<file path="src/rtl/tge_pkg.sv">
package tge_pkg;
  // Number of comparator taps for a given output width.
  function automatic int unsigned tap_count(input int unsigned bits);
    return (1 << bits) - 1;
  endfunction

  // Pipeline ranks from the input capture to the output register.
  localparam int unsigned PIPE_EDGES = 3;
endpackage

</file>
<file path="src/rtl/tge_in_reg.sv">
module tge_in_reg #(
  parameter int unsigned NT = 31
) (
  input  logic          clk,
  input  logic          rst,
  input  logic          vld_i,
  input  logic [NT-1:0] th_i,
  output logic          vld_o,
  output logic [NT-1:0] th_o
);
  always_ff @(posedge clk) begin
    if (rst) begin
      vld_o <= 1'b0;
      th_o  <= '0;
    end else begin
      vld_o <= vld_i;
      th_o  <= th_i;
    end
  end
endmodule

</file>
<file path="src/rtl/tge_gray_stage.sv">
module tge_gray_stage #(
  parameter int unsigned N = 5
) (
  input  logic                         clk,
  input  logic                         rst,
  input  logic                         vld_i,
  input  logic [tge_pkg::tap_count(N)-1:0] th_i,
  output logic                         vld_o,
  output logic [N-1:0]                 gray_o
);
  localparam int unsigned NT = tge_pkg::tap_count(N);

  logic [N-1:0] gray_c;

  // Gray bit k collects taps at odd multiples of 2^k. Each positive term
  // is a tap at (4j+1)*2^k that is set while the tap 2^(k+1) above it is clear.
  for (genvar k = 0; k < N; k++) begin : g_bit
    localparam int unsigned STEP = 1 << k;
    logic acc;
    always_comb begin
      acc = 1'b0;
      for (int p = 1; p <= NT; p++) begin
        if ((p % (4 * STEP)) == STEP) begin
          if (p + 2 * STEP <= NT)
            acc = acc | (th_i[p-1] & ~th_i[(p + 2 * STEP - 1) % NT]);
          else
            acc = acc | th_i[p-1];
        end
      end
    end
    assign gray_c[k] = acc;
  end

  always_ff @(posedge clk) begin
    if (rst) begin
      vld_o  <= 1'b0;
      gray_o <= '0;
    end else begin
      vld_o  <= vld_i;
      gray_o <= gray_c;
    end
  end
endmodule

</file>
<file path="src/rtl/tge_xor_hi.sv">
module tge_xor_hi #(
  parameter int unsigned N  = 5,
  parameter int unsigned LO = 2
) (
  input  logic          clk,
  input  logic          rst,
  input  logic          vld_i,
  input  logic [N-1:0]  gray_i,
  output logic          vld_o,
  output logic [N-1:LO] bin_hi_o,
  output logic [LO-1:0] gray_lo_o
);
  logic [N-1:LO] bin_c;

  // Upper part of the ripple: b[N-1] = g[N-1], b[i] = b[i+1] ^ g[i].
  always_comb begin
    bin_c[N-1] = gray_i[N-1];
    for (int i = N - 2; i >= int'(LO); i--)
      bin_c[i] = bin_c[i+1] ^ gray_i[i];
  end

  always_ff @(posedge clk) begin
    if (rst) begin
      vld_o     <= 1'b0;
      bin_hi_o  <= '0;
      gray_lo_o <= '0;
    end else begin
      vld_o     <= vld_i;
      bin_hi_o  <= bin_c;
      gray_lo_o <= gray_i[LO-1:0];
    end
  end
endmodule

</file>
<file path="src/rtl/tge_xor_lo.sv">
module tge_xor_lo #(
  parameter int unsigned N  = 5,
  parameter int unsigned LO = 2
) (
  input  logic          clk,
  input  logic          rst,
  input  logic          vld_i,
  input  logic [N-1:LO] bin_hi_i,
  input  logic [LO-1:0] gray_lo_i,
  output logic          vld_o,
  output logic [N-1:0]  bin_o
);
  logic [N-1:0] bin_c;

  // Finish the ripple below the split point.
  always_comb begin
    bin_c[N-1:LO] = bin_hi_i;
    for (int i = int'(LO) - 1; i >= 0; i--)
      bin_c[i] = bin_c[i+1] ^ gray_lo_i[i];
  end

  always_ff @(posedge clk) begin
    if (rst) begin
      vld_o <= 1'b0;
      bin_o <= '0;
    end else begin
      vld_o <= vld_i;
      bin_o <= bin_c;
    end
  end
endmodule

</file>
<file path="src/rtl/therm_gray_encoder.sv">
module therm_gray_encoder #(
  parameter int unsigned N = 5
) (
  input  logic                              clk,
  input  logic                              rst,
  input  logic                              in_valid,
  input  logic [tge_pkg::tap_count(N)-1:0]  therm_in,
  output logic                              out_valid,
  output logic [N-1:0]                      code_out
);
  localparam int unsigned NT = tge_pkg::tap_count(N);
  localparam int unsigned LO = (N / 2 < 1) ? 1 : N / 2;

  logic          s0_vld;
  logic [NT-1:0] s0_th;
  logic          s1_vld;
  logic [N-1:0]  s1_gray;
  logic          s2_vld;
  logic [N-1:LO] s2_bin_hi;
  logic [LO-1:0] s2_gray_lo;

  tge_in_reg #(.NT(NT)) u_in (
    .clk(clk), .rst(rst), .vld_i(in_valid), .th_i(therm_in),
    .vld_o(s0_vld), .th_o(s0_th)
  );

  tge_gray_stage #(.N(N)) u_gray (
    .clk(clk), .rst(rst), .vld_i(s0_vld), .th_i(s0_th),
    .vld_o(s1_vld), .gray_o(s1_gray)
  );

  tge_xor_hi #(.N(N), .LO(LO)) u_hi (
    .clk(clk), .rst(rst), .vld_i(s1_vld), .gray_i(s1_gray),
    .vld_o(s2_vld), .bin_hi_o(s2_bin_hi), .gray_lo_o(s2_gray_lo)
  );

  tge_xor_lo #(.N(N), .LO(LO)) u_lo (
    .clk(clk), .rst(rst), .vld_i(s2_vld), .bin_hi_i(s2_bin_hi),
    .gray_lo_i(s2_gray_lo), .vld_o(out_valid), .bin_o(code_out)
  );
endmodule

</file>
<file path="config.mk">
export PLATFORM = sky130hd
export DESIGN_NAME = therm_gray_encoder
export DESIGN_NICKNAME = d
export VERILOG_FILES = /design/src/rtl/tge_pkg.sv /design/src/rtl/tge_in_reg.sv /design/src/rtl/tge_gray_stage.sv /design/src/rtl/tge_xor_hi.sv /design/src/rtl/tge_xor_lo.sv /design/src/rtl/therm_gray_encoder.sv
export SDC_FILE = /design/constraint.sdc
export NUM_CORES = 1
export LEC_CHECK = 0
export ABC_AREA = 0
export BUFFER_PORTS_ARGS = -buffer_cell sky130_fd_sc_hd__buf_4
export CAP_MARGIN = 20
export CELL_PAD_IN_SITES_DETAIL_PLACEMENT = 2
export CELL_PAD_IN_SITES_GLOBAL_PLACEMENT = 2
export CORE_UTILIZATION = 29
export CTS_CLUSTER_DIAMETER = 60
export CTS_CLUSTER_SIZE = 10
export DETAILED_ROUTE_END_ITERATION = 10
export PLACE_DENSITY = 0.79
export SLEW_MARGIN = 40
export SYNTH_ARGS = -nofsm -noshare
export SYNTH_HDL_FRONTEND = slang
export SYNTH_SLANG_ARGS = --single-unit
export TNS_END_PERCENT = 100
</file>
<file path="constraint.sdc">
create_clock -name clk -period 0.89 [get_ports clk]
set_input_delay 0.089 -clock clk [delete_from_list [all_inputs] [get_ports clk]]
set_output_delay 0.089 -clock clk [all_outputs]
set_load 0.005 [all_outputs]
</file>
# Word-level counts from Yosys, hierarchy flattened
# Cells that the tools add are included.
[totals] output_inout_bits=6 regBits=50
[classes] n_bitwise=45
[ops] op="$and 1x1->1" count=15
[ops] op="$not 1->1" count=15
[ops] op="$or 1x1->1" count=11
[ops] op="$xor 1x1->1" count=4

# Logic depth before layout (Yosys ltp)
# Gate-level depths: netlist (run 1).
[logic_depth] depth_word=9 depth_mapped=3 mapped_depth_nobuf=3

# Hierarchy
# A second synthesis (run 1) with hierarchy kept.
[hier_totals] cells_unflattened=127 hier_area_um2=1493.9
[modules_own_cells] mod="tge_in_reg" cells_per_inst=67 n_inst=1 seq_area_each_um2=640.6 area_each_um2=863.3
[modules_own_cells] mod="tge_gray_stage" cells_per_inst=30 n_inst=1 seq_area_each_um2=120.1 area_each_um2=272.8
[modules_own_cells] mod="tge_xor_hi" cells_per_inst=15 n_inst=1 seq_area_each_um2=120.1 area_each_um2=178.9
[modules_own_cells] mod="tge_xor_lo" cells_per_inst=15 n_inst=1 seq_area_each_um2=120.1 area_each_um2=178.9

# Least setup slack after synthesis (run 1)
# OpenSTA, ideal clock, no wires.
[synth_timing] path_kind="flip-flop to flip-flop" from="reg u_in.th_o[16]" to="reg u_gray.gray_o[0]" setup_time_ns=0.127 path_slack_ns=-0.022 period_less_slack_ns=0.912 path_stages_with_launch=4 arrival_time_ns=0.785 cell_sequence="dfxtp_1 > nor2b_4 > a2111oi_4 > a31oi_1"
[synth_between] elab_chain_len=5
[synth_lines] element="start: declaration" line="tge_in_reg.sv:9" source="output logic [NT-1:0] th_o"
[synth_lines] element="start signal: assignment" line="tge_in_reg.sv:17" source="th_o <= th_i;"
[synth_lines] element="$and 1x1->1" line="tge_gray_stage.sv:25" source="acc = acc | (th_i[p-1] & ~th_i[(p + 2 * STEP - 1) % NT]);"
[synth_lines] element="$or 1x1->1 (4 in a row)" line="tge_gray_stage.sv:25"
[synth_lines] element="end signal: assignment" line="tge_gray_stage.sv:40" source="gray_o <= gray_c;"
[synth_lines] element="end: declaration" line="tge_gray_stage.sv:9" source="output logic [N-1:0] gray_o"
# No other way between the ends.
# A chain may end at the register's enable or synchronous reset.

# Worst setup path in the final report (run 1)
# Ends and elaborated chain as after synthesis.

==> flow_summary.html, run 1 <==
<table>
<tr><th>Metric</th><th>Value</th></tr>
<tr><th colspan="2">Synthesis</th></tr>
<tr><td>Post-synthesis register bit count</td><td>50</td></tr>
<tr><td>Number of unique standard cell types used by synthesis</td><td>16</td></tr>
<tr><td>Top-area cell type share of the netlist area</td><td>67.0%</td></tr>
<tr><td>Number of standard cells after synthesis</td><td>127</td></tr>
<tr><td>Sequential area share after synthesis</td><td>around two thirds</td></tr>
<tr><td>Cell Area, Synth</td><td>0.00149 mm2</td></tr>
<tr><td>Net Count, Synth</td><td>161</td></tr>
<tr><td>Synth area leaders</td><td>sky130_fd_sc_hd__dfxtp_1, sky130_fd_sc_hd__nor2b_1, sky130_fd_sc_hd__a2111oi_4</td></tr>
<tr><td>Total of warnings raised by yosys</td><td>0</td></tr>
<tr><td>Area leader, netlist</td><td>sky130_fd_sc_hd__dfxtp_1</td></tr>
<tr><td>Post-synthesis area per instance</td><td>11.8 um2</td></tr>
<tr><th colspan="2">Placed design</th></tr>
<tr><td>Instance area after placement</td><td>between 0.0015 and 0.002 mm2</td></tr>
<tr><td>HPWL after detailed placement</td><td>2220 um</td></tr>
<tr><td>Final weighted congestion of routability-driven global placement</td><td>0.627</td></tr>
<tr><td>Number of buffer cells added on primary ports</td><td>39</td></tr>
<tr><th colspan="2">STA</th></tr>
<tr><td>Tightest slew margin relative to the limit</td><td>83.9%</td></tr>
<tr><td>Hold violation total from the final report</td><td>0</td></tr>
<tr><td>Maximum clock rate</td><td>1040 MHz</td></tr>
<tr><td>Worst-case setup margin in the final layout</td><td>-69.1 ps</td></tr>
<tr><td>Number of setup violations in the final report</td><td>1</td></tr>
<tr><td>Worst setup skew after layout</td><td>5.97 ps</td></tr>
<tr><td>Max Slew Vio Count</td><td>0</td></tr>
<tr><td>Transition time at the pin with the least slew margin</td><td>about 240 ps</td></tr>
<tr><td>Clock period minus worst slack</td><td>959 ps</td></tr>
<tr><td>Final critical-path share of the clock period</td><td>108%</td></tr>
<tr><td>Setup repair after global routing missed its margin</td><td>true</td></tr>
<tr><th colspan="2">Die</th></tr>
<tr><td>Ports placed on the boundary</td><td>40</td></tr>
<tr><td>Die Area</td><td>0.00544 mm2</td></tr>
<tr><td># rows</td><td>25</td></tr>
<tr><td>Core box area</td><td>0.00485 mm2</td></tr>
<tr><td>Height of the die</td><td>73.8 um</td></tr>
<tr><td>Starting utilization of the core area</td><td>30.8%</td></tr>
<tr><td>Horizontal extent of the die</td><td>73.8 um</td></tr>
<tr><th colspan="2">Flow run</th></tr>
<tr><td>Reported max-cap violation count</td><td>0</td></tr>
<tr><th colspan="2">Route</th></tr>
<tr><td>DRC errors left</td><td>0</td></tr>
<tr><td>Total wire length after detailed routing</td><td>just over 3000 um</td></tr>
<tr><td>Vias/cell</td><td>~4.0</td></tr>
<tr><td>Number of DRC violations after detailed-routing iteration 0</td><td>29</td></tr>
<tr><td>First-pass iteration count of the detailed router</td><td>3</td></tr>
<tr><td>Number of vias after detailed routing</td><td>982</td></tr>
<tr><td>DR WL/cell</td><td>12.5 um</td></tr>
<tr><td>Count of nets left with antenna violations after detail routing</td><td>0</td></tr>
<tr><th colspan="2">Critical path</th></tr>
<tr><td>Crit path cell chain</td><td>nor2b_4 -&gt; a2111oi_4 -&gt; a31oi_1</td></tr>
<tr><td>CP max-delay cell</td><td>sky130_fd_sc_hd__dfxtp_1</td></tr>
<tr><td>Type of the worst setup path</td><td>reg -&gt; reg</td></tr>
<tr><td>Worst path arrival time</td><td>1140 ps</td></tr>
<tr><td>Worst Path Max Fanout</td><td>1</td></tr>
<tr><td>Type of origin of the critical path</td><td>flip-flop</td></tr>
<tr><td>Setup crit end kind</td><td>flip-flop</td></tr>
<tr><td>Launch point of the worst path</td><td>u_in.th_o[16]$_SDFF_PP0_</td></tr>
<tr><td>Slowest stage delay, CP</td><td>310 ps</td></tr>
<tr><td>Required time of the worst setup path</td><td>1070 ps</td></tr>
<tr><td>Reg2reg start</td><td>u_in.th_o[16]$_SDFF_PP0_</td></tr>
<tr><th colspan="2">Clock tree</th></tr>
<tr><td>Number of buffers on the longest clock path</td><td>2</td></tr>
<tr><td>Post-CTS setup buffer count</td><td>0</td></tr>
<tr><td>Maximum level of the CTS H-tree</td><td>2</td></tr>
<tr><td>Total clock sinks</td><td>50</td></tr>
<tr><td>TritonCTS Buffers</td><td>5</td></tr>
<tr><td>Clock Latency Late Sink</td><td>300 ps</td></tr>
<tr><td>Clock slew at reported path FFs</td><td>90 ps</td></tr>
<tr><td>TritonCTS clock tree</td><td>done</td></tr>
<tr><td>Master cell of the clock root buffer</td><td>sky130_fd_sc_hd__clkbuf_8</td></tr>
<tr><th colspan="2">Cells and area</th></tr>
<tr><td>Commonest cells after routing, fill and taps aside</td><td>sky130_fd_sc_hd__dfxtp_1, sky130_fd_sc_hd__nor2b_1, sky130_fd_sc_hd__buf_4</td></tr>
<tr><td>Proportion of layout cells with a drive suffix above 1</td><td>32.0%</td></tr>
<tr><td>Most common library cell in the layout ignoring fill and taps</td><td>sky130_fd_sc_hd__dfxtp_1</td></tr>
<tr><td>Fill cell total of the finished layout</td><td>between 500 and 600</td></tr>
<tr><td>Final core area utilization</td><td>43.0%</td></tr>
<tr><td>Design area</td><td>0.00208 mm2</td></tr>
<tr><td>Final layout net count</td><td>approximately 210</td></tr>
<tr><td>Layout overhead on the synthesized area</td><td>39.5%</td></tr>
<tr><td>Inserted Diodes</td><td>0</td></tr>
<tr><th colspan="2">Global routing</th></tr>
<tr><td>Wire length of the first global-routing pass</td><td>4810 um</td></tr>
<tr><td>Number of global-route vias before repair</td><td>1058</td></tr>
<tr><td>GRT Util Overall</td><td>12.7%</td></tr>
<tr><td>Maximum number of pins on one net before global-route repair</td><td>25</td></tr>
<tr><td>Grt total ovfl</td><td>0</td></tr>
<tr><td>Number of antenna violations at the first check in global routing</td><td>0</td></tr>
<tr><th colspan="2">Worst hold path</th></tr>
<tr><td>Hold path startpoint</td><td>therm_in[12]</td></tr>
<tr><td>Path category of the worst min-delay check</td><td>in -&gt; reg</td></tr>
<tr><th colspan="2">Pwr</th></tr>
<tr><td>Largest voltage drop on the vdd net</td><td>0.000677 V</td></tr>
<tr><td>PwrDens</td><td>2100 mW/mm2</td></tr>
<tr><td>Leak Pwr</td><td>approximately 0.88 nW</td></tr>
<tr><th colspan="2">Outcome</th></tr>
<tr><td>Failing checks</td><td>setup timing</td></tr>
<tr><td>Status</td><td>complete, but fails checks</td></tr>
</table>
-- logic make-up (layout without fill, tap and decap cells) --
group / count (synthesis) / after routing / share of synthesized area, %
AO/OA/AOI/OAI: 7 / 7 / 4.52
XOR/XNOR: 4 / 4 / 2.35
buffers and inverters: 12 / 63 / 3.43
flip-flops: 50 / 50 / 67.0
AND/OR/NAND/NOR: 54 / 54 / 22.7
-- final cells by class --
class | count | area (um2) | area share [%]
sequential | 50 | 1000 | 48.2
clock buffer | 6 | 82.6 | 3.96
timing repair buffer | 49 | 400 | 19.2
tap | 67 | 83.8 | 4.02
inverter | 7 | 26.3 | 1.26
multi-input combinational | 65 | 457 | 21.9
clock inverter | 1 | 30.0 | 1.44
-- critical path, delay by kind of cell, from the launching register on --
kind,cells,cell delay [ps]
compound gates,2,420
flops,1,310
simple gates,1,120
-- state kept, by name, summed over array words and instances, names as in the netlist --
signal and count:
u_gray.gray_o 5, u_hi.vld_o 1, u_in.vld_o 1, u_lo.vld_o 1, u_hi.gray_lo_o 2, u_gray.vld_o 1, u_in.th_o 31, u_lo.bin_o 5
u_hi.bin_hi_o 3
-- layer usage --
| metal | global-route usage [%] | share of wire (%) |
|---|---|---|
| met1 | 12.5 | 37 |
| met2 | 23.3 | 55 |
| met3 | 4.12 | 4.8 |
| met4 | 7.05 | 2.2 |
| met5 | 0 | 0 |
-- timing repair --
| item | in CTS | in global routing |
|---|---|---|
| pin swaps | 0 | 4 |
| resized for setup | 3 | 2 |
| hold buffers | 8 | 0 |
| hold endpoints to repair | 8 | 0 |
| endpoints found under the setup margin | 3 | 3 |
-- cell usage after synthesis --
library cell                number
sky130_fd_sc_hd__nor2b_2         1
sky130_fd_sc_hd__a22oi_1         3
sky130_fd_sc_hd__buf_2           5
sky130_fd_sc_hd__nor2_1          4
sky130_fd_sc_hd__xor2_1          2
sky130_fd_sc_hd__xnor2_1         2
sky130_fd_sc_hd__dfxtp_1        50
sky130_fd_sc_hd__inv_2           1
sky130_fd_sc_hd__nor2b_4         1
sky130_fd_sc_hd__a2111oi_4       1
sky130_fd_sc_hd__nand2b_1        4
sky130_fd_sc_hd__inv_1           6
sky130_fd_sc_hd__a31oi_1         2
sky130_fd_sc_hd__nor3b_1         1
sky130_fd_sc_hd__nor2b_1        43
sky130_fd_sc_hd__a21oi_1         1
-- worst paths after layout --
check | end | slack [ps] | cells past startpoint
setup / recovery | u_gray.gray_o[0]$_SDFF_PP0_ | -70 | 3
setup reg to reg | u_gray.gray_o[0]$_SDFF_PP0_ | -70 | 3
hold / removal | u_in.th_o[12]$_SDFF_PP0_ | 5 | 2
hold reg to reg | u_gray.gray_o[3]$_SDFF_PP0_ | 410 | 1
-- power breakdown --
group,internal (mW),switching (mW)
logic,0.240,0.129
registers,2.36,0.0415
clock network,0.899,0.705
-- stage by stage --
step | cells | worst slack (ps) | hold WS, ps | TNS, ps | total power [mW]
2_1_floorplan | 127 | -19.8 | 217 | -19.8 | 2.60
3_3_place_gp | 230 | -39.7 | 299 | -39.7 | 2.76
3_5_place_dp | 230 | -92.6 | 306 | -105 | 2.79
4_1_cts | 245 | -72.2 | 1.07 | -72.2 | 4.44
5_1_grt | 245 | -123 | 9.14 | -147 | 4.57
6_report | 245 | -69.1 | 5.29 | -69.1 | 4.37
Note: power is estimated with default switching activity, not from simulation.
==> run 2: changes to the inputs <==
- CELL_PAD_IN_SITES_DETAIL_PLACEMENT: 2 -> 1
- CELL_PAD_IN_SITES_GLOBAL_PLACEMENT: 2 -> 1
- CORE_UTILIZATION: 29 -> 39
- PLACE_DENSITY: 0.79 -> 0.82
- clock period: 0.89 -> 0.9 ns (I/O delays scaled with it)
==> run 2 against run 1 <==
  * The run still ends with setup timing left
  * Core utilization rose by 15 points
  * Global-route usage grew 2.8 points
  * Largest power group unchanged
  * Critical endpoint unchanged
  * Die area down 25%
  * Maximum frequency is 0.96% lower
  * Clock power shrank 4%
  * Non-clock buffer count is 8 higher
  * Cell area increased by 1.8%
  * Sequential share of layout area decreased by 0.91 points
  * Critical path depth stayed put
  * Worst setup slack gained 0.74 ps
  * Total power decreased by 1.7%
  * Hold slack improved by 1.3 ps
==> flow_summary.html, run 2 (synthesis results as in run 1) <==
<table>
<tr><th>Metric</th><th>Value</th></tr>
<tr><th colspan="2">Route</th></tr>
<tr><td>First-pass iteration count of the detailed router</td><td>2 (was 3)</td></tr>
<tr><td>Count of nets left with antenna violations after detail routing</td><td>0 (unchanged)</td></tr>
<tr><td>Total wire length after detailed routing</td><td>2750 um (was 3060 um)</td></tr>
<tr><td>DRC errors left</td><td>0 (unchanged)</td></tr>
<tr><td>Number of vias after detailed routing</td><td>981 (was 982)</td></tr>
<tr><td>DR WL/cell</td><td>11.7 um (was 12.5 um)</td></tr>
<tr><td>Number of DRC violations after detailed-routing iteration 0</td><td>16 (was 29)</td></tr>
<tr><td>Vias/cell</td><td>4.17 (was 4.01)</td></tr>
<tr><th colspan="2">Die</th></tr>
<tr><td># rows</td><td>22 (was 25)</td></tr>
<tr><td>Height of the die</td><td>63.9 um (was 73.8 um)</td></tr>
<tr><td>Ports placed on the boundary</td><td>40 (unchanged)</td></tr>
<tr><td>Die Area</td><td>0.00408 mm2 (was 0.00544 mm2)</td></tr>
<tr><td>Starting utilization of the core area</td><td>40.8% (was 30.8%)</td></tr>
<tr><td>Horizontal extent of the die</td><td>63.9 um (was 73.8 um)</td></tr>
<tr><td>Core box area</td><td>0.00366 mm2 (was 0.00485 mm2)</td></tr>
<tr><th colspan="2">Critical path</th></tr>
<tr><td>Type of origin of the critical path</td><td>flip-flop (unchanged)</td></tr>
<tr><td>Worst Path Max Fanout</td><td>1 (unchanged)</td></tr>
<tr><td>Slowest stage delay, CP</td><td>310 ps (about the same)</td></tr>
<tr><td>CP max-delay cell</td><td>sky130_fd_sc_hd__dfxtp_1 (unchanged)</td></tr>
<tr><td>Worst path arrival time</td><td>1150 ps (was 1140 ps)</td></tr>
<tr><td>Crit-path leading delay family</td><td>compound AO/OA/AOI/OAI gates (unchanged)</td></tr>
<tr><td>Crit path cell chain</td><td>nor2b_4 -&gt; a2111oi_4 -&gt; a31oi_1 (unchanged)</td></tr>
<tr><td>Setup crit end kind</td><td>flip-flop (unchanged)</td></tr>
<tr><td>Type of the worst setup path</td><td>reg -&gt; reg (unchanged)</td></tr>
<tr><td>Worst path bufs/invs</td><td>0 (unchanged)</td></tr>
<tr><td>Required time of the worst setup path</td><td>1090 ps (was 1070 ps)</td></tr>
<tr><th colspan="2">Clock tree</th></tr>
<tr><td>Clock slew at reported path FFs</td><td>90 ps (about the same)</td></tr>
<tr><td>TritonCTS clock tree</td><td>done (unchanged)</td></tr>
<tr><td>TritonCTS Buffers</td><td>5 (unchanged)</td></tr>
<tr><td>Clock Latency Late Sink</td><td>300 ps (about the same)</td></tr>
<tr><td>Total clock sinks</td><td>50 (unchanged)</td></tr>
<tr><td>Maximum level of the CTS H-tree</td><td>2 (unchanged)</td></tr>
<tr><td>Number of buffers on the longest clock path</td><td>2 (unchanged)</td></tr>
<tr><td>Master cell of the clock root buffer</td><td>sky130_fd_sc_hd__clkbuf_8 (unchanged)</td></tr>
<tr><th colspan="2">Global routing</th></tr>
<tr><td>GRT Util Overall</td><td>15.5% (was 12.7%)</td></tr>
<tr><td>Maximum number of pins on one net before global-route repair</td><td>17 (was 25)</td></tr>
<tr><td>Grt total ovfl</td><td>0 (unchanged)</td></tr>
<tr><td>Number of global-route vias before repair</td><td>1074 (was 1058)</td></tr>
<tr><td>Number of antenna violations at the first check in global routing</td><td>0 (unchanged)</td></tr>
<tr><td>Wire length of the first global-routing pass</td><td>4640 um (was 4810 um)</td></tr>
<tr><th colspan="2">Pwr</th></tr>
<tr><td>Sequential cell fraction of total power</td><td>55.2% (was 54.9%)</td></tr>
<tr><td>Share of power burned in the clock network</td><td>35.8% (was 36.7%)</td></tr>
<tr><td>PwrDens</td><td>2030 mW/mm2 (was 2100 mW/mm2)</td></tr>
<tr><td>Net switching fraction of the power</td><td>20.4% (was 20.0%)</td></tr>
<tr><td>Switching power summed over all nets</td><td>0.879 mW (was 0.875 mW)</td></tr>
<tr><td>Cell-internal power</td><td>3.42 mW (was 3.50 mW)</td></tr>
<tr><td>Leak Pwr</td><td>0.908 nW (was 0.880 nW)</td></tr>
<tr><td>Comb power frac</td><td>9.0% (was 8.4%)</td></tr>
<tr><td>Largest voltage drop on the vdd net</td><td>0.00106 V (was 0.000677 V)</td></tr>
<tr><td>Final Total Pwr</td><td>4.30 mW (was 4.37 mW)</td></tr>
<tr><th colspan="2">STA</th></tr>
<tr><td>Max Slew Vio Count</td><td>0 (unchanged)</td></tr>
<tr><td>Hold violation total from the final report</td><td>0 (unchanged)</td></tr>
<tr><td>Maximum clock rate</td><td>1030 MHz (was 1040 MHz)</td></tr>
<tr><td>Tightest slew margin relative to the limit</td><td>83.7% (was 83.9%)</td></tr>
<tr><td>Transition time at the pin with the least slew margin</td><td>245 ps (was 241 ps)</td></tr>
<tr><td>Worst setup skew after layout</td><td>7.78 ps (was 5.97 ps)</td></tr>
<tr><td>Clock period minus worst slack</td><td>968 ps (was 959 ps)</td></tr>
<tr><td>Final critical-path share of the clock period</td><td>108% (about the same)</td></tr>
<tr><td>Setup TNS</td><td>-68.4 ps (was -69.1 ps)</td></tr>
<tr><td>Worst-case setup margin in the final layout</td><td>-68.4 ps (was -69.1 ps)</td></tr>
<tr><td>Setup repair after global routing missed its margin</td><td>true (unchanged)</td></tr>
<tr><td>Number of setup violations in the final report</td><td>1 (unchanged)</td></tr>
<tr><th colspan="2">Cells and area</th></tr>
<tr><td>Layout overhead on the synthesized area</td><td>42.0% (was 39.5%)</td></tr>
<tr><td>Most common library cell in the layout ignoring fill and taps</td><td>sky130_fd_sc_hd__dfxtp_1 (unchanged)</td></tr>
<tr><td>Top register by number of flip-flops</td><td>u_in.th_o (unchanged)</td></tr>
<tr><td>Final layout net count</td><td>220 (was 212)</td></tr>
<tr><td>Proportion of layout cells with a drive suffix above 1</td><td>32.6% (was 32.0%)</td></tr>
<tr><td>Commonest cells after routing, fill and taps aside</td><td>sky130_fd_sc_hd__dfxtp_1, sky130_fd_sc_hd__buf_4, sky130_fd_sc_hd__nor2b_1 (was sky130_fd_sc_hd__dfxtp_1, sky130_fd_sc_hd__nor2b_1, sky130_fd_sc_hd__buf_4)</td></tr>
<tr><td>Inserted Diodes</td><td>0 (unchanged)</td></tr>
<tr><td>Leading registers by flop count</td><td>u_in.th_o (31), u_gray.gray_o (5), u_lo.bin_o (5) (unchanged)</td></tr>
<tr><td>Max reg flops</td><td>31 (unchanged)</td></tr>
<tr><th colspan="2">Outcome</th></tr>
<tr><td>Failing checks</td><td>setup timing (unchanged)</td></tr>
<tr><td>Status</td><td>complete, but fails checks (unchanged)</td></tr>
<tr><th colspan="2">Placed design</th></tr>
<tr><td>HPWL after detailed placement</td><td>1820 um (was 2220 um)</td></tr>
<tr><td>Final weighted congestion of routability-driven global placement</td><td>0.697 (was 0.627)</td></tr>
<tr><td>Number of buffer cells added on primary ports</td><td>39 (unchanged)</td></tr>
<tr><th colspan="2">Flow run</th></tr>
<tr><td>Reported max-cap violation count</td><td>0 (unchanged)</td></tr>
<tr><th colspan="2">Worst hold path</th></tr>
<tr><td>Path category of the worst min-delay check</td><td>in -&gt; reg (unchanged)</td></tr>
</table>
## run 2: cell count changes in the layout (fill, tap and decap cells not counted), sizes merged
cell	previous run	this run
buf	41	45
dlygate4sd3	8	12
clkinvlp	0	1
## run 2: layout make-up
class | count | area, um2
Clock buffer | 6 | 72.6
Clock inverter | 2 | 37.5
Multi-Input combinational cell | 65 | 464
Tap cell | 48 | 60.1
Fill cell | 391 | 1540
Timing Repair Buffer | 57 | 458
Inverter | 7 | 26.3
Sequential cell | 50 | 1000
## run 2: worst reg2reg max path, cell delays in order (launching register included)
cell and delay (ps):
sky130_fd_sc_hd__dfxtp_1 310, sky130_fd_sc_hd__nor2b_4 130, sky130_fd_sc_hd__a2111oi_4 300, sky130_fd_sc_hd__a31oi_1 120
## run 2: what timing repair did
| item | 4_1_cts | 5_1_grt |
|---|---|---|
| pin swaps | 2 | 4 |
| hold endpoints to repair | 11 | 1 |
| endpoints found under the setup margin | 2 | 3 |
| hold buffers | 11 | 1 |
| gates resized for setup | 3 | 3 |
| buffers inserted | 0 | 2 |
## run 2: path summary, 6_finish.rpt
path | endpoint | startpoint | slack, ps | depth (start not counted)
min reg2reg | u_gray.gray_o[3]$_SDFF_PP0_ | u_in.th_o[23]$_SDFF_PP0_ | 400 | 1
max | u_gray.gray_o[0]$_SDFF_PP0_ | u_in.th_o[12]$_SDFF_PP0_ | -70 | 3
min | u_in.th_o[12]$_SDFF_PP0_ | therm_in[12] | 7 | 2
max reg2reg | u_gray.gray_o[0]$_SDFF_PP0_ | u_in.th_o[12]$_SDFF_PP0_ | -70 | 3
## run 2: per-stage QoR
stage / worst slack, ps / instance area, um2 / util (%) / hold WS [ps] / instances
2_1_floorplan: -9.75 / 1490 / - / 218 / 127
3_3_place_gp: -27.4 / 1850 / 50.6 / 299 / 213
3_5_place_dp: -63.8 / 1850 / 50.6 / 309 / 213
4_1_cts: -75.0 / 2090 / 57.0 / 1.07 / 232
5_1_grt: -139 / 2120 / 58.0 / 1.20 / 235
6_report: -68.4 / 2120 / 58.0 / 6.57 / 235
## run 2: power groups by stage
stage	combinational (mW)	sequential, mW	clock (mW)
6_report	0.387	2.37	1.54
5_1_grt	0.426	2.39	1.68
4_1_cts	0.370	2.37	1.58
3_5_place_dp	0.326	2.42	0
3_3_place_gp	0.310	2.41	0
2_1_floorplan	0.160	2.41	0
## run 2: metal layers
metal / vias to the layer above / GRT usage (%) / wire [um]
li1: 502 / - / -
met1: 446 / 16.2 / 1130
met5: - / 0 / 0
met3: 3 / 5.36 / 131
met2: 30 / 28.2 / 1470
met4: 0 / 5.97 / 21
==> run 3: changes to the inputs <==
- SETUP_SLACK_MARGIN: default -> 0.02
==> run 3 against run 2 <==
  * The run still ends with setup timing left
  * Non-clock buffer count is 2 higher
  * Clock skew rose by 1.4 ps
  * Clock power about the same
  * Total power increased by 0.26%
  * Via count grew 3.0%
  * First-iteration DRC count fell by 63%
  * Flip-flop and latch count unchanged
  * Sequential power about the same
  * Maximum frequency about the same
  * Final cell count grew 0.85%
  * Combinational power grew 4%
  * Largest cell class unchanged
==> flow_summary.html, run 3 (synthesis results as in run 1) <==
<table>
<tr><th>Metric</th><th>Value</th></tr>
<tr><th colspan="2">Critical path</th></tr>
<tr><td>Slowest stage delay, CP</td><td>310 ps (about the same)</td></tr>
<tr><td>Worst Path Max Fanout</td><td>1 (unchanged)</td></tr>
<tr><td>Required time of the worst setup path</td><td>1090 ps (about the same)</td></tr>
<tr><td>CP max-delay cell</td><td>sky130_fd_sc_hd__dfxtp_1 (unchanged)</td></tr>
<tr><td>Type of the worst setup path</td><td>reg -&gt; reg (unchanged)</td></tr>
<tr><td>Type of origin of the critical path</td><td>flip-flop (unchanged)</td></tr>
<tr><td>Setup crit end kind</td><td>flip-flop (unchanged)</td></tr>
<tr><td>Worst path arrival time</td><td>1150 ps (about the same)</td></tr>
<tr><td>Launch point of the worst path</td><td>u_in.th_o[12]$_SDFF_PP0_ (unchanged)</td></tr>
<tr><td>Reg2reg start</td><td>u_in.th_o[12]$_SDFF_PP0_ (unchanged)</td></tr>
<tr><td>Register-to-register setup slack</td><td>-70 ps (about the same)</td></tr>
<tr><td>Crit path cell chain</td><td>nor2b_4 -&gt; a2111oi_4 -&gt; a31oi_1 (unchanged)</td></tr>
<tr><th colspan="2">Clock tree</th></tr>
<tr><td>TritonCTS Buffers</td><td>5 (unchanged)</td></tr>
<tr><td>Master cell of the clock root buffer</td><td>sky130_fd_sc_hd__clkbuf_8 (unchanged)</td></tr>
<tr><td>Total clock sinks</td><td>50 (unchanged)</td></tr>
<tr><td>Clock Latency Late Sink</td><td>300 ps (about the same)</td></tr>
<tr><td>Number of buffers on the longest clock path</td><td>2 (unchanged)</td></tr>
<tr><td>Clock slew at reported path FFs</td><td>90 ps (about the same)</td></tr>
<tr><td>Maximum level of the CTS H-tree</td><td>2 (unchanged)</td></tr>
<tr><td>TritonCTS clock tree</td><td>done (unchanged)</td></tr>
<tr><th colspan="2">STA</th></tr>
<tr><td>Transition time at the pin with the least slew margin</td><td>242 ps (was 245 ps)</td></tr>
<tr><td>Setup repair after global routing missed its margin</td><td>true (unchanged)</td></tr>
<tr><td>Setup TNS</td><td>-68.1 ps (was -68.4 ps)</td></tr>
<tr><td>Maximum clock rate</td><td>1030 MHz (about the same)</td></tr>
<tr><td>Clock period minus worst slack</td><td>968 ps (about the same)</td></tr>
<tr><td>Number of setup violations in the final report</td><td>1 (unchanged)</td></tr>
<tr><td>Final critical-path share of the clock period</td><td>108% (about the same)</td></tr>
<tr><td>Hold violation total from the final report</td><td>0 (unchanged)</td></tr>
<tr><td>Tightest slew margin relative to the limit</td><td>83.9% (was 83.7%)</td></tr>
<tr><td>Worst setup skew after layout</td><td>9.20 ps (was 7.78 ps)</td></tr>
<tr><td>Max Slew Vio Count</td><td>0 (unchanged)</td></tr>
<tr><td>Worst-case setup margin in the final layout</td><td>-68.1 ps (was -68.4 ps)</td></tr>
<tr><th colspan="2">Route</th></tr>
<tr><td>Count of nets left with antenna violations after detail routing</td><td>0 (unchanged)</td></tr>
<tr><td>Number of DRC violations after detailed-routing iteration 0</td><td>6 (was 16)</td></tr>
<tr><td>First-pass iteration count of the detailed router</td><td>4 (was 2)</td></tr>
<tr><td>DR WL/cell</td><td>12.3 um (was 11.7 um)</td></tr>
<tr><td>DRC errors left</td><td>0 (unchanged)</td></tr>
<tr><td>Vias/cell</td><td>4.26 (was 4.17)</td></tr>
<tr><td>Total wire length after detailed routing</td><td>2920 um (was 2750 um)</td></tr>
<tr><td>Number of vias after detailed routing</td><td>1010 (was 981)</td></tr>
<tr><th colspan="2">Global routing</th></tr>
<tr><td>Maximum number of pins on one net before global-route repair</td><td>17 (unchanged)</td></tr>
<tr><td>Number of global-route vias before repair</td><td>1108 (was 1074)</td></tr>
<tr><td>Number of antenna violations at the first check in global routing</td><td>0 (unchanged)</td></tr>
<tr><td>Wire length of the first global-routing pass</td><td>4910 um (was 4640 um)</td></tr>
<tr><td>GRT Util Overall</td><td>16.6% (was 15.5%)</td></tr>
<tr><td>Grt total ovfl</td><td>0 (unchanged)</td></tr>
<tr><th colspan="2">Worst hold path</th></tr>
<tr><td>Path category of the worst min-delay check</td><td>in -&gt; reg (unchanged)</td></tr>
<tr><td>Hold path startpoint</td><td>therm_in[12] (unchanged)</td></tr>
<tr><th colspan="2">Cells and area</th></tr>
<tr><td>Inserted Diodes</td><td>0 (unchanged)</td></tr>
<tr><td>Design area</td><td>0.00215 mm2 (was 0.00212 mm2)</td></tr>
<tr><td>Leading registers by flop count</td><td>u_in.th_o (31), u_gray.gray_o (5), u_lo.bin_o (5) (unchanged)</td></tr>
<tr><td>Fill cell total of the finished layout</td><td>388 (was 391)</td></tr>
<tr><td>Commonest cells after routing, fill and taps aside</td><td>sky130_fd_sc_hd__dfxtp_1, sky130_fd_sc_hd__buf_4, sky130_fd_sc_hd__nor2b_1 (unchanged)</td></tr>
<tr><td>Final layout net count</td><td>222 (was 220)</td></tr>
<tr><td>Most common library cell in the layout ignoring fill and taps</td><td>sky130_fd_sc_hd__dfxtp_1 (unchanged)</td></tr>
<tr><td>Final core area utilization</td><td>58.7% (was 58.0%)</td></tr>
<tr><td>Top register by number of flip-flops</td><td>u_in.th_o (unchanged)</td></tr>
<tr><td>Proportion of layout cells with a drive suffix above 1</td><td>34.4% (was 32.6%)</td></tr>
<tr><td>Max reg flops</td><td>31 (unchanged)</td></tr>
<tr><td>Cell Count, Final, Fillers Out</td><td>237 (was 235)</td></tr>
<tr><td>Layout overhead on the synthesized area</td><td>43.8% (was 42.0%)</td></tr>
<tr><th colspan="2">Die</th></tr>
<tr><td>Core box area</td><td>0.00366 mm2 (unchanged)</td></tr>
<tr><td>Ports placed on the boundary</td><td>40 (unchanged)</td></tr>
<tr><td>Starting utilization of the core area</td><td>40.8% (unchanged)</td></tr>
<tr><td>Height of the die</td><td>63.9 um (unchanged)</td></tr>
<tr><td>Die Area</td><td>0.00408 mm2 (unchanged)</td></tr>
<tr><td># rows</td><td>22 (unchanged)</td></tr>
<tr><td>Horizontal extent of the die</td><td>63.9 um (unchanged)</td></tr>
<tr><th colspan="2">Pwr</th></tr>
<tr><td>Cell-internal power</td><td>3.43 mW (was 3.42 mW)</td></tr>
<tr><td>Largest voltage drop on the vdd net</td><td>0.00107 V (was 0.00106 V)</td></tr>
<tr><td>Switching power summed over all nets</td><td>0.879 mW (about the same)</td></tr>
<tr><td>Sequential cell fraction of total power</td><td>55.1% (was 55.2%)</td></tr>
<tr><td>Leak Pwr</td><td>0.919 nW (was 0.908 nW)</td></tr>
<tr><td>Comb power frac</td><td>9.3% (was 9.0%)</td></tr>
<tr><td>Net switching fraction of the power</td><td>20.4% (about the same)</td></tr>
<tr><td>PwrDens</td><td>2010 mW/mm2 (was 2030 mW/mm2)</td></tr>
<tr><td>Share of power burned in the clock network</td><td>35.6% (was 35.8%)</td></tr>
<tr><th colspan="2">Placed design</th></tr>
<tr><td>Worst-case setup slack after placement</td><td>-63.8 ps (unchanged)</td></tr>
<tr><td>Number of buffer cells added on primary ports</td><td>39 (unchanged)</td></tr>
<tr><td>HPWL after detailed placement</td><td>1820 um (unchanged)</td></tr>
<tr><td>Final weighted congestion of routability-driven global placement</td><td>0.697 (unchanged)</td></tr>
<tr><td>Instance area after placement</td><td>0.00185 mm2 (unchanged)</td></tr>
<tr><td>Placed cell count</td><td>213 (unchanged)</td></tr>
<tr><th colspan="2">Outcome</th></tr>
<tr><td>Failing checks</td><td>setup timing (unchanged)</td></tr>
<tr><td>Status</td><td>complete, but fails checks (unchanged)</td></tr>
<tr><th colspan="2">Flow run</th></tr>
<tr><td>Reported max-cap violation count</td><td>0 (unchanged)</td></tr>
</table>
[run 3: changes by cell type in the layout (fill, tap and decap cells not counted), sizes merged]
cell | before | now
buf | 45 | 46
dlygate4sd3 | 12 | 13
[run 3: metal layers]
layer  track usage (%)  share of wire [%]  vias to the layer above
met1              17.5                 39                      464
li1                  -                  -                      506
met2              29.7                 55                       34
met5                 0                  0                        -
met3              5.89                4.7                        6
met4              6.82                1.3                        0
[run 3: metrics by stage]
step | power (mW) | hold slack (ps)
after floorplan | 2.57 | 218
after CTS | 4.33 | 1.07
after global placement | 2.72 | 299
after global routing | 4.52 | 8.45
final | 4.31 | 6.91
after detailed placement | 2.75 | 309
[run 3: worst paths after layout]
check,end,cells past startpoint
setup / recovery,u_gray.gray_o[0]$_SDFF_PP0_,3
hold reg to reg,u_gray.gray_o[3]$_SDFF_PP0_,1
setup reg to reg,u_gray.gray_o[0]$_SDFF_PP0_,3
hold / removal,u_in.th_o[12]$_SDFF_PP0_,2
[run 3: area by class of cell]
class / count / area [um2] / area share [%]
flip-flops and latches: 50 / 1010 / 46.8
repair buffers: 59 / 479 / 22.3
multi-input cells: 65 / 467 / 21.7
clock buffers: 6 / 72.6 / 3.38
well taps: 48 / 60.1 / 2.80
clock inverters: 2 / 37.5 / 1.75
inverters: 7 / 26.3 / 1.22
[run 3: worst max-delay path: cells and delay by family, from the launching register on]
kind | cells | cell delay (ps)
flip-flops | 1 | 310
AO/OA/AOI/OAI | 2 | 430
AND/OR/NAND/NOR | 1 | 130
[run 3: power by group through the flow]
stage / logic [mW] / clock network [mW] / registers [mW]
2_1_floorplan: 0.160 / 0 / 2.41
3_3_place_gp: 0.310 / 0 / 2.41
3_5_place_dp: 0.326 / 0 / 2.42
4_1_cts: 0.379 / 1.58 / 2.37
5_1_grt: 0.442 / 1.68 / 2.39
6_report: 0.402 / 1.53 / 2.38
[run 3: repair_timing]
| action | CTS | global route |
|---|---|---|
| pin swaps | 4 | 5 |
| gates resized for setup | 5 | 5 |
| endpoints found under the hold margin | 11 | 2 |
| endpoints found under the setup margin | 3 | 3 |
| setup buffers | 1 | 2 |
| hold buffers | 11 | 2 |
